===== src/rtl/sec_stat_pkg.sv =====
package sec_stat_pkg;
  localparam int unsigned DATA_W = 16;
  localparam int unsigned BE_W   = DATA_W / 8;

  localparam int unsigned B_DPE  = 15;
  localparam int unsigned B_RSE  = 14;
  localparam int unsigned B_RMA  = 13;
  localparam int unsigned B_RTA  = 12;
  localparam int unsigned B_STA  = 11;
  localparam int unsigned B_MDP  = 8;

  // stored W1C flags
  localparam logic [DATA_W-1:0] FLAG_MASK = (DATA_W'(1) << B_DPE) | (DATA_W'(1) << B_RSE) |
                                            (DATA_W'(1) << B_RMA) | (DATA_W'(1) << B_RTA) |
                                            (DATA_W'(1) << B_STA) | (DATA_W'(1) << B_MDP);
  // constant bits: devsel medium (10:9=01), fast b2b (7), 66 MHz (5)
  localparam logic [DATA_W-1:0] CONST_VAL = 16'h02A0;

  typedef struct packed {
    logic parity;
    logic serr;
    logic mst_abort;
    logic split_mabort;
    logic ta_rcvd;
    logic cpl_req;
    logic ta_sig;
    logic init_perr;
    logic split_wperr;
  } sec_ev_t;
endpackage


===== src/rtl/sec_stat_set_decode.sv =====
module sec_stat_set_decode
  import sec_stat_pkg::*;
(
  input  sec_ev_t           ev_i,
  input  logic              perr_en_i,
  output logic [DATA_W-1:0] set_o,
  output logic              ta_cpl_o
);
  always_comb begin
    set_o        = '0;
    set_o[B_DPE] = ev_i.parity;
    set_o[B_RSE] = ev_i.serr;
    set_o[B_RMA] = ev_i.mst_abort | ev_i.split_mabort;
    set_o[B_RTA] = ev_i.ta_rcvd;
    set_o[B_STA] = ev_i.ta_sig;
    set_o[B_MDP] = (ev_i.init_perr & perr_en_i) | ev_i.split_wperr;
  end

  assign ta_cpl_o = ev_i.ta_rcvd & ev_i.cpl_req;
endmodule


===== src/rtl/sec_stat_w1c_bit.sv =====
module sec_stat_w1c_bit (
  input  logic clk_i,
  input  logic rst_ni,
  input  logic set_i,
  input  logic clr_i,
  output logic q_o
);
  always_ff @(posedge clk_i or negedge rst_ni) begin
    if (!rst_ni)    q_o <= 1'b0;
    else if (set_i) q_o <= 1'b1;   // set wins over clear
    else if (clr_i) q_o <= 1'b0;
  end
endmodule


===== src/rtl/sec_bus_status.sv =====
module sec_bus_status
  import sec_stat_pkg::*;
(
  input  logic              clk_i,
  input  logic              rst_ni,
  input  logic              perr_resp_en_i,
  input  logic              ev_parity_i,
  input  logic              ev_serr_i,
  input  logic              ev_mst_abort_i,
  input  logic              ev_split_mabort_i,
  input  logic              ev_ta_rcvd_i,
  input  logic              ev_cpl_req_i,
  input  logic              ev_ta_sig_i,
  input  logic              ev_init_perr_i,
  input  logic              ev_split_wperr_i,
  input  logic              wr_en_i,
  input  logic [15:0]       wr_data_i,
  input  logic [1:0]        wr_be_i,
  output logic [15:0]       rd_data_o,
  output logic              pri_sta_set_o
);
  sec_ev_t           ev;
  logic [DATA_W-1:0] set_vec;
  logic [DATA_W-1:0] clr_vec;
  logic [DATA_W-1:0] flag_q;
  logic              ta_cpl;

  assign ev = '{parity: ev_parity_i, serr: ev_serr_i, mst_abort: ev_mst_abort_i,
                split_mabort: ev_split_mabort_i, ta_rcvd: ev_ta_rcvd_i,
                cpl_req: ev_cpl_req_i, ta_sig: ev_ta_sig_i,
                init_perr: ev_init_perr_i, split_wperr: ev_split_wperr_i};

  sec_stat_set_decode u_dec (
    .ev_i      (ev),
    .perr_en_i (perr_resp_en_i),
    .set_o     (set_vec),
    .ta_cpl_o  (ta_cpl)
  );

  for (genvar i = 0; i < DATA_W; i++) begin : g_bit
    assign clr_vec[i] = wr_en_i & wr_be_i[i/8] & wr_data_i[i];
    if (FLAG_MASK[i]) begin : g_flag
      sec_stat_w1c_bit u_ff (
        .clk_i  (clk_i),
        .rst_ni (rst_ni),
        .set_i  (set_vec[i]),
        .clr_i  (clr_vec[i]),
        .q_o    (flag_q[i])
      );
    end else begin : g_const
      assign flag_q[i] = CONST_VAL[i];
    end
  end

  logic unused_bits;
  assign unused_bits = ^{set_vec & ~FLAG_MASK, clr_vec & ~FLAG_MASK};

  assign rd_data_o = flag_q;

  always_ff @(posedge clk_i or negedge rst_ni) begin
    if (!rst_ni) pri_sta_set_o <= 1'b0;
    else         pri_sta_set_o <= ta_cpl;
  end
endmodule


===== config.mk =====
export PLATFORM = sky130hd
export DESIGN_NAME = sec_bus_status
export DESIGN_NICKNAME = d
export VERILOG_FILES = /design/src/rtl/sec_stat_pkg.sv /design/src/rtl/sec_stat_set_decode.sv /design/src/rtl/sec_stat_w1c_bit.sv /design/src/rtl/sec_bus_status.sv
export SDC_FILE = /design/constraint.sdc
export NUM_CORES = 1
export LEC_CHECK = 0
export BUFFER_PORTS_ARGS = -buffer_cell sky130_fd_sc_hd__clkbuf_2
export CAP_MARGIN = 20
export CORE_AREA = 2 2 39 41
export DETAILED_ROUTE_END_ITERATION = 8
export DIE_AREA = 0 0 41 43
export GPL_ROUTABILITY_DRIVEN = 0
export PLACE_DENSITY = 0.74
export SLEW_MARGIN = 20
export SYNTH_ARGS = -nofsm -noshare
export SYNTH_HDL_FRONTEND = slang
export SYNTH_SLANG_ARGS = --single-unit

===== constraint.sdc =====
create_clock -name clk_i -period 1.1 [get_ports clk_i]
set_clock_uncertainty 0.05 [all_clocks]
set_input_delay 0.055 -clock clk_i [delete_from_list [all_inputs] [get_ports clk_i]]
set_output_delay 0.055 -clock clk_i [all_outputs]
set_load 0.02 [all_outputs]

==> Yosys cells after proc, flatten, opt, wreduce, memory -nomap -nowiden <==
Index checks and enable logic that the tools add are counted.
{ "classes": {"n_addsub": 0, "mul": 0, "n_shift": 0, "muxes": 12, "order_cmp": 0, "n_bitwise": 11, "eq_ne": 0, "reduce_logical": 6, "div_mod_pow": 0} }
{ "ops": {"columns": ["cell", "count"], "rows": [
  ["2-to-1 mux 1 bit", 12],
  ["nonzero test 2 bit", 6],
  ["bitwise AND 1 bit", 9],
  ["OR 1 bit", 2]
]} }
{ "totals": {"input_bits": 31, "mem_count": 0, "ff_bits": 7, "ramBits": 0, "rom_bits": 0, "latch_bits": 0, "out_inout_bits": 17, "word_cells": 36} }

==> Logic depth before layout (Yosys ltp) <==
{ "logic_depth": {"depth_word": 4, "mapped_depth": 2, "depth_no_buf": 2} }

==> Cells and area by module <==
From an unflattened synthesis, not the netlist that was laid out.
{ "unflattened": {"hier_cells": 55, "area_unflattened_um2": 491.7} }
{ "modules_own_cells": {"columns": ["module", "area_per_inst_um2", "seq_area_each_um2", "instances", "cells_each"], "rows": [
  ["sec_stat_w1c_bit", 36.3, 25.0, 6, 3],
  ["sec_bus_status", 145.1, 25.0, 1, 19],
  ["sec_stat_set_decode", 128.9, 0.0, 1, 18]
]} }

==> Least setup slack after synthesis <==
OpenSTA, ideal clock, no wires.
{ "synth_path": {"path_type": "flip-flop to flip-flop", "from": "reg g_bit[8].g_flag.u_ff.q_o (netlist name)", "to": "reg g_bit[8].g_flag.u_ff.q_o", "required_ns": 0.924, "setup_time_ns": 0.126, "t_arrival_ns": 0.651, "n_path_buf": 0, "period_less_slack_ns": 0.827, "stages_incl_launch_ff": 2, "setup_slack_ns": 0.273, "path_cell_list": "dfrtp_1 -> a221o_1"} }
{ "synth_rtl": {"columns": ["item", "line", "rtl"], "rows": [
  ["end signal: assignment", "sec_stat_w1c_bit.sv:9", "if (!rst_ni) q_o <= 1'b0;"],
  ["end signal: assignment", "sec_stat_w1c_bit.sv:10", "else if (set_i) q_o <= 1'b1;"],
  ["end signal: assignment", "sec_stat_w1c_bit.sv:11", "else if (clr_i) q_o <= 1'b0;"],
  ["end: declaration", "sec_stat_w1c_bit.sv:6", "output logic q_o"]
]} }

==> Final worst setup path <==
{ "layout_path": {"from": "in ev_init_perr_i", "to": "reg g_bit[8].g_flag.u_ff.q_o"} }
{ "layout_between": {"elab_chain_cells": 3, "word_cells_on_any_way": 4, "cone_classes": "mux (1); bitwise (2); reduce/logical (1)"} }
{ "layout_lines": {"columns": ["item", "line", "rtl"], "rows": [
  ["start: declaration", "sec_bus_status.sv:14", "input logic ev_init_perr_i,"],
  ["bitwise AND 1 bit *", "sec_stat_set_decode.sv:16", "set_o[B_MDP] = (ev_i.init_perr & perr_en_i) | ev_i.split_wperr;"],
  ["OR 1 bit *", "sec_stat_set_decode.sv:16", null],
  ["2-to-1 mux 1 bit or nonzero test 2 bit (tied branches)", null, null]
]} }
Mark *: on every way between the ends. The rest lies on a longest branch, timed or not.
A chain may end at the register's enable or synchronous reset.

==> metrics.txt <==
commonest non-fill, non-tap cell in the layout clkbuf_2; leading area contributor after synthesis dfrtp_1; internal power 475 µW; MaxCap Viol Count 0; CP delay by family, top buffers and inverters; CTS buffer count 3; first-pass GRT wire length 1100 µm; largest cells by area after synthesis dfrtp_1, buf_4, nand3_1; row cnt 14; gr usage total 0.0980; fmax 1070 MHz; crit start category input port; final worst path period share 0.849; area grow syn2layout 50.6%; Mapped Cells 38; via count 333; min Tclk post-route 0.934 ns; Yosys top cell area share 0.452; ant diodes 0; H-tree depth 1; Crit-path slowest cell dlygate4sd3_1; synth unique cells 8; crit path max fanout 1; crit path buf inv count 2; Pwr Total 664 µW; clk sinks 7; Static Leak 0.292 nW; crit-path cells dlygate4sd3_1, clkbuf_2, a221o_1; WL/cell 9.55 µm; CTS tree done; share of cells above drive strength 1 0.408; die width 41 µm; most frequent cells in the layout clkbuf_2, dlygate4sd3_1, conb_1; final antenna-violating net count 0; final setup TNS 0 ns; synth warn 0; Pre-antenna DRT Iters 4; number of global-route vias before repair 285; PwrDens 1140 nW/µm²; Hold Path Origin wr_data_i[11]; combinational share of power 0.219; area of the die 1760 µm²; Synth Register Bits 7; pre-CTS setup slack 0.242 ns; final hold viol count 0; Clock Power Share 0.368; worst min path class in -> reg; I/O Pins 48; Mean Syn Cell Area 10.2 µm²; initial antenna violation count 0; Final #Nets 103; post-route setup slack 0.166 ns; CP endpoint kind flop; DR iter-0 viols 1; worst-case vdd ir drop 0.387 mV; Finish-stage setup viols 0; clk buf depth 2; Setup CP Type in -> reg; remaining global-route overflow 0; DP HPWL 625 µm; Reg-to-Reg Start g_bit[8].g_flag.u_ff.q_o; share of total power in sequential cells 0.413; worst stage delay on the critical path 0.54 ns; # DRC 0; RSZ-0062 raised after global routing false; core outline area 1380 µm²; r2r endpoint g_bit[8].g_flag.u_ff.q_o; Net Sw Frac 0.285; clock-pin slew of the registers on the worst-case setup and hold paths 0.06 ns; hold path endpoint g_bit[11].g_flag.u_ff.q_o; synthesized area 388 µm²; vias per cell 3.83; die height 43 µm; Setup Buffers After CTS 0; Slew Limit Fails 0; Critical Path AT 1.02 ns; required time worst endpoint 1.19 ns; post-synthesis sequential area ratio 0.452; Worst R2R Path Depth 1; Clock Latency Late Sink 0.25 ns; largest net degree at the start of global routing 8; Psw 190 µW; CTS Root Cell clkbuf_4; r2r setup slk 0.24 ns; Hold Path Stages 3; Port-buffer cells 26; Starting Density 0.280; Post-Route WL 831 µm; status finished, final reports clean
timing repair:
item | 4_1_cts | 5_1_grt
endpoints found under the setup margin | 0 | 0
hold buffers | 11 | 0
gates resized for setup | 0 | 0
hold endpoints to repair | 14 | 0
registers in the layout, indices dropped and copies added (netlist names):
signal                 cells
g_bit.g_flag.u_ff.q_o      6
pri_sta_set_o              1
how the worst max path moves through the flow:
stage | from | to | slack (ns) | depth (start not counted)
global placement | g_bit[8].g_flag.u_ff.q_o | g_bit[8].g_flag.u_ff.q_o | 0.25 | 1
floorplan | g_bit[8].g_flag.u_ff.q_o | g_bit[8].g_flag.u_ff.q_o | 0.27 | 1
global route | ev_init_perr_i | g_bit[8].g_flag.u_ff.q_o | 0.15 | 3
CTS | ev_init_perr_i | g_bit[8].g_flag.u_ff.q_o | 0.18 | 3
finish | ev_init_perr_i | g_bit[8].g_flag.u_ff.q_o | 0.17 | 3
detailed placement | g_bit[8].g_flag.u_ff.q_o | g_bit[8].g_flag.u_ff.q_o | 0.24 | 1
kinds of logic (layout without fill, tap and decap cells):
group / after synthesis / count (layout) / share of synthesized area
buffers and inverters: 16 / 41 / 0.310
and+or+nand+nor: 7 / 7 / 0.0936
DFF: 7 / 7 / 0.452
AOI/OAI and AO/OA: 6 / 6 / 0.126
other: 2 / 10 / 0.0194
tightest hold or removal path, stage by stage:
cell and delay, ns:
clkbuf_2 0.08, nand3_1 0.05, a21o_1 0.10
cell usage after synthesis:
cell and number:
buf_4 16, dfrtp_1 7, nand3_1 6, a21o_1 4, conb_1 2, a211o_1 1
a221o_1 1, and2_1 1
stage by stage:
stage	area, µm²	utilization	hold WS (ns)	std cells
floorplan	418	-	-0.291	46
global placement	448	0.324	-0.153	72
global route	584	0.422	0.0149	87
finish	584	0.422	0.0174	87
CTS	584	0.422	0.0113	87
detailed placement	448	0.324	-0.145	72
power groups by stage:
stage / sequential, mW / combinational, mW / clock [mW]
after floorplan: 0.281 / 0.0980 / 0
after global placement: 0.279 / 0.113 / 0
after detailed placement: 0.279 / 0.116 / 0
after CTS: 0.275 / 0.146 / 0.255
after global routing: 0.275 / 0.159 / 0.265
final: 0.275 / 0.145 / 0.244
per-layer routing:
layer,vias up,GRT usage,routed length [µm]
met2,21,0.159,426
met1,146,0.0918,316
met3,0,0.0314,88
met5,-,0,0
met4,0,0.0800,0
li1,166,-,-
layout make-up:
cell class / instances / area, µm²
fill: 148 / 800
timing repair buffer: 37 / 240
sequential: 7 / 175
multi-input combinational: 23 / 123
clock buffer: 4 / 26.3
tap: 16 / 20.0
(Power assumes the default switching activity.)
